### src/rtl/rxpd_pkg.sv
// Package: shared constants and codes for the receive pattern detector bank.
// Assumes: detector indices are used consistently by the top and the selector.
package rxpd_pkg;

    // Detector slot indices inside the bank
    localparam int DET_ALT   = 0;
    localparam int DET_UNSCR = 1;
    localparam int DET_SCR   = 2;
    localparam int DET_ZERO  = 3;
    localparam int NUM_DET   = 4;

    // Encodings driven on the shared two-bit status field
    typedef enum logic [1:0] {
        CODE_IDLE  = 2'b00,
        CODE_UNSCR = 2'b01,
        CODE_ZERO  = 2'b10,
        CODE_SCR   = 2'b11
    } line_code_e;

    // Which detection currently owns the status field
    typedef enum logic [1:0] {
        OWN_NONE,
        OWN_UNSCR,
        OWN_SCR,
        OWN_ZERO
    } owner_e;

endpackage

### src/rtl/rxpd_front.sv
// Module: rxpd_front
// Purpose: spots mode or rate changes (flush), tracks the previous received
//          bit for the alternation test, and works out the zero-run threshold.
// Assumes: mode inputs are synchronous to clk; char_len is small enough that
//          2*char_len+4 fits RUN_W bits.
module rxpd_front #(
    parameter int RATE_W   = 2,
    parameter int CLEN_W   = 4,
    parameter int RUN_W    = 8,
    parameter int ZERO_LEN = 32
) (
    input  logic              clk,
    input  logic              rst_n,
    input  logic              stb,
    input  logic              rx_bit,
    input  logic              fsk_mode,
    input  logic              start_stop_en,
    input  logic [CLEN_W-1:0] char_len,
    input  logic [RATE_W-1:0] rate_sel,
    output logic              flush,
    output logic              alt_match,
    output logic [RUN_W-1:0]  zero_thr
);

    localparam logic [RUN_W-1:0] FRAME_PAD = RUN_W'(4);

    logic              fsk_q;
    logic [RATE_W-1:0] rate_q;
    logic              prev_q;
    logic              prev_vld;

    // Remember the last mode and rate; reset loads the live values
    always_ff @(posedge clk) begin
        if (!rst_n) begin
            fsk_q  <= fsk_mode;
            rate_q <= rate_sel;
        end else begin
            fsk_q  <= fsk_mode;
            rate_q <= rate_sel;
        end
    end

    // Any difference from the stored setting drops all detector state
    always_comb begin
        flush = (fsk_mode != fsk_q) || (rate_sel != rate_q);
    end

    // Keep the previous strobed bit for the alternation test
    always_ff @(posedge clk) begin
        if (!rst_n || flush) begin
            prev_q   <= 1'b0;
            prev_vld <= 1'b0;
        end else if (stb) begin
            prev_q   <= rx_bit;
            prev_vld <= 1'b1;
        end
    end

    // The current bit extends an alternation when it differs from the last one
    always_comb begin
        alt_match = prev_vld && (rx_bit != prev_q);
    end

    // The zero-run length depends on character framing in DPSK/QAM mode only
    always_comb begin
        if (!fsk_mode && start_stop_en)
            zero_thr = RUN_W'({char_len, 1'b0}) + FRAME_PAD;
        else
            zero_thr = RUN_W'(ZERO_LEN);
    end

    // After a flush edge there is no alternation history left
    p_history_dropped_r7: assert property (@(posedge clk) disable iff (!rst_n)
        flush |=> !alt_match);

endmodule

### src/rtl/rxpd_run_det.sv
// Module: rxpd_run_det
// Purpose: one run-length detector with a post-pattern hold. It counts
//          consecutive matching strobed bits, flags a detection at the
//          threshold, and keeps the flag for HOLD_BITS strobes after the run
//          breaks.
// Assumes: thr >= 2; clr forces the idle state with priority over stb.
module rxpd_run_det #(
    parameter int RUN_W     = 8,
    parameter int HOLD_BITS = 12,
    parameter int HOLD_W    = $clog2(HOLD_BITS + 1)
) (
    input  logic             clk,
    input  logic             rst_n,
    input  logic             clr,
    input  logic             stb,
    input  logic             match,
    input  logic             seed,
    input  logic [RUN_W-1:0] thr,
    output logic             det
);

    localparam logic [RUN_W-1:0]  RUN_MAX  = {RUN_W{1'b1}};
    localparam logic [HOLD_W-1:0] HOLD_TOP = HOLD_W'(HOLD_BITS);

    logic [RUN_W-1:0]  run_q;
    logic [RUN_W-1:0]  run_nx;
    logic [HOLD_W-1:0] hold_q;
    logic              full;

    // Next run length: extend and saturate on a match, restart from seed otherwise
    always_comb begin
        if (match)
            run_nx = (run_q == RUN_MAX) ? run_q : run_q + 1'b1;
        else
            run_nx = RUN_W'(seed);
        full = (run_nx >= thr);
    end

    // Run, detection and hold registers advance on the bit strobe only
    always_ff @(posedge clk) begin
        if (!rst_n || clr) begin
            run_q  <= '0;
            hold_q <= '0;
            det    <= 1'b0;
        end else if (stb) begin
            run_q <= run_nx;
            if (full) begin
                det    <= 1'b1;
                hold_q <= HOLD_TOP;
            end else if (det) begin
                if (hold_q == '0)
                    det <= 1'b0;
                else
                    hold_q <= hold_q - 1'b1;
            end
        end
    end

    // The hold counter never exceeds the configured hold length
    p_hold_in_range_r6: assert property (@(posedge clk) disable iff (!rst_n)
        hold_q <= HOLD_TOP);

    // A new detection starts with a full hold window
    p_hold_loaded_r6: assert property (@(posedge clk) disable iff (!rst_n)
        $rose(det) |-> (hold_q == HOLD_TOP));

    // Detections only appear on a strobe edge
    p_det_on_strobe_r8: assert property (@(posedge clk) disable iff (!rst_n)
        $rose(det) |-> $past(stb));

    // A broken bit leaves at most the seed in the run counter
    p_restart_on_break_r8: assert property (@(posedge clk) disable iff (!rst_n)
        (stb && !match && !clr) |=> (run_q <= RUN_W'(1)));

endmodule

### src/rtl/rxpd_code_sel.sv
// Module: rxpd_code_sel
// Purpose: chooses which of the ones/zeros detections owns the shared two-bit
//          code. A new detection wins; when the owner ends, a remaining held
//          detection takes over.
// Assumes: no two of the inputs rise in the same cycle in normal use; if
//          they do, fixed priority (unscrambled, scrambled, zeros) applies.
module rxpd_code_sel
    import rxpd_pkg::*;
(
    input  logic       clk,
    input  logic       rst_n,
    input  logic       flush,
    input  logic       det_unscr,
    input  logic       det_scr,
    input  logic       det_zero,
    output logic [1:0] code
);

    owner_e owner_q;
    owner_e owner_d;
    logic   unscr_q;
    logic   scr_q;
    logic   zero_q;
    logic   owner_live;

    // Is the current owner still detecting
    always_comb begin
        unique case (owner_q)
            OWN_UNSCR: owner_live = det_unscr;
            OWN_SCR:   owner_live = det_scr;
            OWN_ZERO:  owner_live = det_zero;
            default:   owner_live = 1'b0;
        endcase
    end

    // Pick the next owner: newest rise first, else keep, else fall back
    always_comb begin
        if (flush)
            owner_d = OWN_NONE;
        else if (det_unscr && !unscr_q)
            owner_d = OWN_UNSCR;
        else if (det_scr && !scr_q)
            owner_d = OWN_SCR;
        else if (det_zero && !zero_q)
            owner_d = OWN_ZERO;
        else if (owner_live)
            owner_d = owner_q;
        else if (det_zero)
            owner_d = OWN_ZERO;
        else if (det_unscr)
            owner_d = OWN_UNSCR;
        else if (det_scr)
            owner_d = OWN_SCR;
        else
            owner_d = OWN_NONE;
    end

    // Register the owner and the previous detection levels for edge finding
    always_ff @(posedge clk) begin
        if (!rst_n || flush) begin
            owner_q <= OWN_NONE;
            unscr_q <= 1'b0;
            scr_q   <= 1'b0;
            zero_q  <= 1'b0;
        end else begin
            owner_q <= owner_d;
            unscr_q <= det_unscr;
            scr_q   <= det_scr;
            zero_q  <= det_zero;
        end
    end

    // Map the owner onto the status encoding
    always_comb begin
        unique case (owner_q)
            OWN_UNSCR: code = CODE_UNSCR;
            OWN_SCR:   code = CODE_SCR;
            OWN_ZERO:  code = CODE_ZERO;
            default:   code = CODE_IDLE;
        endcase
    end

    // A fresh zero-run detection takes the code next cycle
    p_zero_takes_code_r9: assert property (@(posedge clk) disable iff (!rst_n)
        ($rose(det_zero) && !flush) |=> (code == CODE_ZERO));

    // A fresh unscrambled-ones detection takes the code next cycle
    p_unscr_takes_code_r2: assert property (@(posedge clk) disable iff (!rst_n)
        ($rose(det_unscr) && !flush) |=> (code == CODE_UNSCR));

    // With nothing detected for two cycles the field is idle
    p_idle_code_r9: assert property (@(posedge clk) disable iff (!rst_n)
        (!det_unscr && !det_scr && !det_zero && !$past(det_unscr)
         && !$past(det_scr) && !$past(det_zero)) |=> (code == CODE_IDLE));

endmodule

### src/rtl/rx_pattern_bank.sv
// Module: rx_pattern_bank (top)
// Purpose: bank of four handshake pattern detectors on a strobed received bit
//          stream and a supplied descrambler output, with a flag for the
//          alternating pattern and a shared status code for the runs.
// Assumes: bit_valid is a single-cycle strobe per received bit; the
//          descrambler output is aligned with rx_bit on the same strobe.
module rx_pattern_bank
    import rxpd_pkg::*;
#(
    parameter int RUN_W     = 8,
    parameter int HOLD_BITS = 12,
    parameter int ALT_LEN   = 32,
    parameter int ONES_LEN  = 32,
    parameter int ZERO_LEN  = 32,
    parameter int RATE_W    = 2,
    parameter int CLEN_W    = 4
) (
    input  logic              clk,
    input  logic              rst_n,
    input  logic              bit_valid,
    input  logic              rx_bit,
    input  logic              descr_bit,
    input  logic              fsk_mode,
    input  logic              start_stop_en,
    input  logic              descr_en,
    input  logic [CLEN_W-1:0] char_len,
    input  logic [RATE_W-1:0] rate_sel,
    output logic              alt_flag,
    output logic [1:0]        line_code
);

    localparam int HOLD_W = $clog2(HOLD_BITS + 1);

    logic             flush;
    logic             alt_match;
    logic [RUN_W-1:0] zero_thr;

    logic             det_en    [NUM_DET];
    logic             det_match [NUM_DET];
    logic             det_seed  [NUM_DET];
    logic [RUN_W-1:0] det_thr   [NUM_DET];
    logic [NUM_DET-1:0] det;

    rxpd_front #(
        .RATE_W   (RATE_W),
        .CLEN_W   (CLEN_W),
        .RUN_W    (RUN_W),
        .ZERO_LEN (ZERO_LEN)
    ) u_front (
        .clk           (clk),
        .rst_n         (rst_n),
        .stb           (bit_valid),
        .rx_bit        (rx_bit),
        .fsk_mode      (fsk_mode),
        .start_stop_en (start_stop_en),
        .char_len      (char_len),
        .rate_sel      (rate_sel),
        .flush         (flush),
        .alt_match     (alt_match),
        .zero_thr      (zero_thr)
    );

    // Per-detector enable, match source, restart seed and run length
    always_comb begin
        det_en[DET_ALT]      = fsk_mode;
        det_match[DET_ALT]   = alt_match;
        det_seed[DET_ALT]    = 1'b1;
        det_thr[DET_ALT]     = RUN_W'(ALT_LEN);

        det_en[DET_UNSCR]    = 1'b1;
        det_match[DET_UNSCR] = rx_bit;
        det_seed[DET_UNSCR]  = 1'b0;
        det_thr[DET_UNSCR]   = RUN_W'(ONES_LEN);

        det_en[DET_SCR]      = !fsk_mode && descr_en && !det[DET_UNSCR];
        det_match[DET_SCR]   = descr_bit;
        det_seed[DET_SCR]    = 1'b0;
        det_thr[DET_SCR]     = RUN_W'(ONES_LEN);

        det_en[DET_ZERO]     = 1'b1;
        det_match[DET_ZERO]  = !rx_bit;
        det_seed[DET_ZERO]   = 1'b0;
        det_thr[DET_ZERO]    = zero_thr;
    end

    // One run detector per pattern
    for (genvar g = 0; g < NUM_DET; g++) begin : g_det
        rxpd_run_det #(
            .RUN_W     (RUN_W),
            .HOLD_BITS (HOLD_BITS),
            .HOLD_W    (HOLD_W)
        ) u_run (
            .clk   (clk),
            .rst_n (rst_n),
            .clr   (flush || !det_en[g]),
            .stb   (bit_valid),
            .match (det_match[g]),
            .seed  (det_seed[g]),
            .thr   (det_thr[g]),
            .det   (det[g])
        );
    end

    rxpd_code_sel u_sel (
        .clk       (clk),
        .rst_n     (rst_n),
        .flush     (flush),
        .det_unscr (det[DET_UNSCR]),
        .det_scr   (det[DET_SCR]),
        .det_zero  (det[DET_ZERO]),
        .code      (line_code)
    );

    // Drive the alternation flag straight from its detector
    always_comb begin
        alt_flag = det[DET_ALT];
    end

    // Outside FSK the alternation flag is down by the next edge
    p_alt_fsk_only_r1: assert property (@(posedge clk) disable iff (!rst_n)
        !fsk_mode |=> !alt_flag);

    // Scrambled and unscrambled detections do not stay on together
    p_scr_yields_r4: assert property (@(posedge clk) disable iff (!rst_n)
        det[DET_UNSCR] |=> !det[DET_SCR]);

    // A mode or rate change empties both outputs at the next edge
    p_flush_clears_r7: assert property (@(posedge clk) disable iff (!rst_n)
        flush |=> (!alt_flag && line_code == CODE_IDLE));

    // Descrambled-ones detection needs DPSK/QAM with the descrambler on
    p_scr_mode_r3: assert property (@(posedge clk) disable iff (!rst_n)
        $rose(det[DET_SCR]) |-> $past(!fsk_mode && descr_en));

endmodule

### config.mk
export PLATFORM = sky130hd
export DESIGN_NAME = rx_pattern_bank
export DESIGN_NICKNAME = d
export VERILOG_FILES = /design/src/rtl/rxpd_pkg.sv /design/src/rtl/rxpd_front.sv /design/src/rtl/rxpd_run_det.sv /design/src/rtl/rxpd_code_sel.sv /design/src/rtl/rx_pattern_bank.sv
export SDC_FILE = /design/constraint.sdc
export NUM_CORES = 1
export LEC_CHECK = 0
export BUFFER_PORTS_ARGS = -buffer_cell sky130_fd_sc_hd__buf_2
export CAP_MARGIN = 20
export CORE_MARGIN = 10
export CORE_UTILIZATION = 45
export DETAILED_ROUTE_END_ITERATION = 16
export HOLD_SLACK_MARGIN = 0.15
export PLACE_DENSITY_LB_ADDON = 0.08
export SYNTH_ARGS = -nofsm -noshare
export SYNTH_HDL_FRONTEND = slang
export SYNTH_SLANG_ARGS = --single-unit
### constraint.sdc
create_clock -name clk -period 7.4 [get_ports clk]
set_input_delay 0.37 -clock clk [delete_from_list [all_inputs] [get_ports clk]]
set_output_delay 0.37 -clock clk [all_outputs]
set_load 0.01 [all_outputs]
==> flow_metrics.env <==
export IMPL_p_int_mw=0.540
export IMPL_placed_cell_area_sq_um=3580
export IMPL_async_reset_ff_share_pct=0
export IMPL_initialDrtViolationCount=169
export IMPL_ys_top_cells_by_count="dfxtp_1, nand2_1, nor2_1"
export IMPL_synth_main_ff_cell="dfxtp_1"
export IMPL_max_freq_mhz=318
export IMPL_critPathCaptureType="register"
export IMPL_cellPowerDensity_nw_per_um2=182
export IMPL_hpwl_microns=4900
export IMPL_synth_edff_count=0
export IMPL_yosysWarnings=0
export IMPL_diodes=0
export IMPL_grt_max_degree=71
export IMPL_wl_per_cell_microns=13.4
export IMPL_p_seq_share_pct=48.5
export IMPL_synth_area_leaders="dfxtp_1, ha_1, a21oi_1"
export IMPL_area_delta_synth_final_pct=10.3
export IMPL_post_cts_resized=0
export IMPL_ios=17
export IMPL_cp_max_fo=8
export IMPL_cts_sinks=62
export IMPL_dieArea_sq_um=11600
export IMPL_finalCritPeriodShare_pct=42.5
export IMPL_viasPerCell=5.64
export IMPL_cp_data_required_time_ns=7.68
export IMPL_core_area_sq_um=7370
export IMPL_outcome="complete, no violations"
export IMPL_routabilityCongestion=0.809
export IMPL_critPathMostFrequentCell="nor2_1"
export IMPL_worst_path_largest_cell_delay_ns=0.41
export IMPL_p_total_mw=0.694
export IMPL_worstMarginPinSlew_ns=0.709
export IMPL_die_h_microns=108
export IMPL_synth_most_common_cell="dfxtp_1"
export IMPL_cp_depth=13
export IMPL_yosysTopAreaCellShare_pct=35.9
export IMPL_ctsHoldBuffers=2
export IMPL_clk_latency_ns=0.34
export IMPL_setup_tns_ns=0
export IMPL_track_usage_pct=13.3
export IMPL_combPwrFrac_pct=5.4
export IMPL_clockBufferDepth=2
export IMPL_crit_type="register to register"
export IMPL_rsz0062_at_grt="false"
export IMPL_critPathBufInv=0
export IMPL_power_switching_mw=0.155
export IMPL_p_leak_nw=1.33
export IMPL_nets=480
export IMPL_drcViolationCount=0
export IMPL_cts_tree="done"
export IMPL_totalWireLength_microns=7390
export IMPL_fin_worst_skew_ns=0.00807
export IMPL_ys_types=52
export IMPL_initial_core_util_pct=47.0
export IMPL_period_needed_ns=3.14
export IMPL_drive_gt1_share_pct=9.49
export IMPL_worst_ep_arrival_time_ns=3.42
export IMPL_ir_worst_vdd_uv=85.4
export IMPL_fin_area_sq_um=3820
export IMPL_setup_violations=0
export IMPL_grt_pass1_vias=2814
export IMPL_postCtsSetupBuffers=0
export IMPL_cp_start_kind="register"
export IMPL_cts_buffers=9
export IMPL_syn_nets=475
export IMPL_hold_class="input pin to register"
export IMPL_reg2reg_depth=13
export IMPL_cp_top_family="compound AO/OA/AOI/OAI gates"
export IMPL_clkPwrFrac_pct=46.2
export IMPL_post_route_util_pct=51.8
export IMPL_synth_area_per_cell_sq_um=7.81
export IMPL_slew_headroom_pct=52.7
export IMPL_fp_row_count=31
export IMPL_synth_seq_cells=62
export IMPL_syn_area_sq_um=3460
export IMPL_fp_dieW_microns=108
export IMPL_vias=3116
export IMPL_report_final_slew_viol_count=0
export IMPL_p_sw_share_pct=22.3
export IMPL_final_hold_viol_count=0
export IMPL_holdPathStages=1
export IMPL_yosysSeqAreaShare_pct=35.9
export IMPL_gr_total_overflow=0
export IMPL_cts_root_buf="clkbuf_8"
export IMPL_cap_violations=0
export IMPL_yosysTopAreaCell="dfxtp_1"
export IMPL_synthCells=443
export IMPL_drtPass1Iterations=5
export IMPL_clk_pin_slew_worst_paths_ns=0.07
export IMPL_grt_pass1_wl_microns=12800
export IMPL_grt_antenna_before_repair=0
export IMPL_numPortBuffers=16
export IMPL_crit_slowest_cell="dfxtp_1"
export IMPL_htree_levels=3
export IMPL_ant_nets=0
export IMPL_path_cells="ha_1 -> nand3_1 -> nor2_1 -> nor2_1 -> nor2_1 -> o21a_1 -> ha_1 -> nor2b_1 -> o311ai_0 -> o211ai_1 -> a311o_1 -> a21o_1 -> a21oi_2"
-- power by group through the flow --
stage / Sequential [mW] / Combinational [mW] / Clock [mW]
floorplan: 0.344 / 0.0261 / 0
global placement: 0.344 / 0.0361 / 0
detailed placement: 0.344 / 0.0366 / 0
CTS: 0.336 / 0.0376 / 0.332
global route: 0.337 / 0.0423 / 0.347
finish: 0.337 / 0.0372 / 0.321
-- final cells by class --
cell class | count | area (sq um)
clock buffers | 13 | 179
clock inverters | 3 | 40.0
fillers | 733 | 3550
inverters | 23 | 86.3
multi-input cells | 332 | 2030
flip-flops and latches | 62 | 1240
well taps | 99 | 124
repair buffers | 20 | 115
-- path summary, 6_finish.rpt --
check                                                     startpoint                                     to  slack [ns]
worst max-delay path            g_det[3].u_run.run_q[0]$_SDFFE_PP0P_  g_det[3].u_run.hold_q[1]$_SDFFE_PP0P_        4.26
worst min-delay path                                        fsk_mode                  u_front.fsk_q$_DFF_P_        0.21
worst max register to register  g_det[3].u_run.run_q[0]$_SDFFE_PP0P_  g_det[3].u_run.hold_q[1]$_SDFFE_PP0P_        4.26
worst min register to register           u_front.prev_q$_SDFFE_PP0P_            u_front.prev_q$_SDFFE_PP0P_        0.48
-- layout by cell type (no fill, tap or decap), drive strengths merged, types with 3 or more instances in the layout --
cell / netlist / routed
xnor2: 11 / 11
and3: 6 / 6
o31ai: 5 / 5
inv: 23 / 23
or2: 4 / 4
ha: 18 / 18
nor4: 4 / 4
nand3: 21 / 21
nand2: 47 / 47
nand4: 12 / 12
o21ai: 22 / 22
and4: 5 / 5
a41oi: 7 / 7
a21oi: 38 / 38
nor3b: 4 / 4
buf: 5 / 18
nor2: 46 / 46
a31oi: 8 / 8
o311ai: 3 / 3
nor3: 9 / 9
a211oi: 18 / 18
clkbuf: 21 / 13
dfxtp: 62 / 62
nor2b: 5 / 5
a22oi: 3 / 3
xor2: 4 / 4
-- kinds of logic after synthesis --
group,synth area share [%]
AOI/OAI and AO/OA,22.5
xor gates and xnor gates,3.80
adders and majority gates,6.51
buffers and inverters,5.42
DFF,35.9
muxes,1.23
and+or+nand+nor,24.7
-- stage by stage --
| step | worst slack [ns] | hold WS, ns | cells |
|---|---|---|---|
| 2_1_floorplan | 4.60 | 0.398 | 443 |
| 3_3_place_gp | 4.37 | 0.465 | 534 |
| 3_5_place_dp | 4.29 | 0.469 | 534 |
| 4_1_cts | 4.26 | 0.192 | 552 |
| 5_1_grt | 4.00 | 0.195 | 552 |
| 6_report | 4.26 | 0.209 | 552 |
-- metal layers --
| layer | part of all wire [%] | track usage [%] | routed length, microns |
|---|---|---|---|
| met1 | 49 | 17.1 | 3610 |
| met2 | 45 | 20.2 | 3340 |
| met3 | 3.9 | 2.93 | 291 |
| met4 | 2.0 | 7.06 | 148 |
| met5 | 0 | 0 | 0 |
-- flip-flops by register name, indices dropped and copies added, names as in the netlist, 2 cells and up --
register and count:
g_det.u_run.det 4, g_det.u_run.hold_q 16, g_det.u_run.run_q 32, u_front.rate_q 2, u_sel.owner_q 2
No activity file was read; power rests on OpenSTA's default activity.
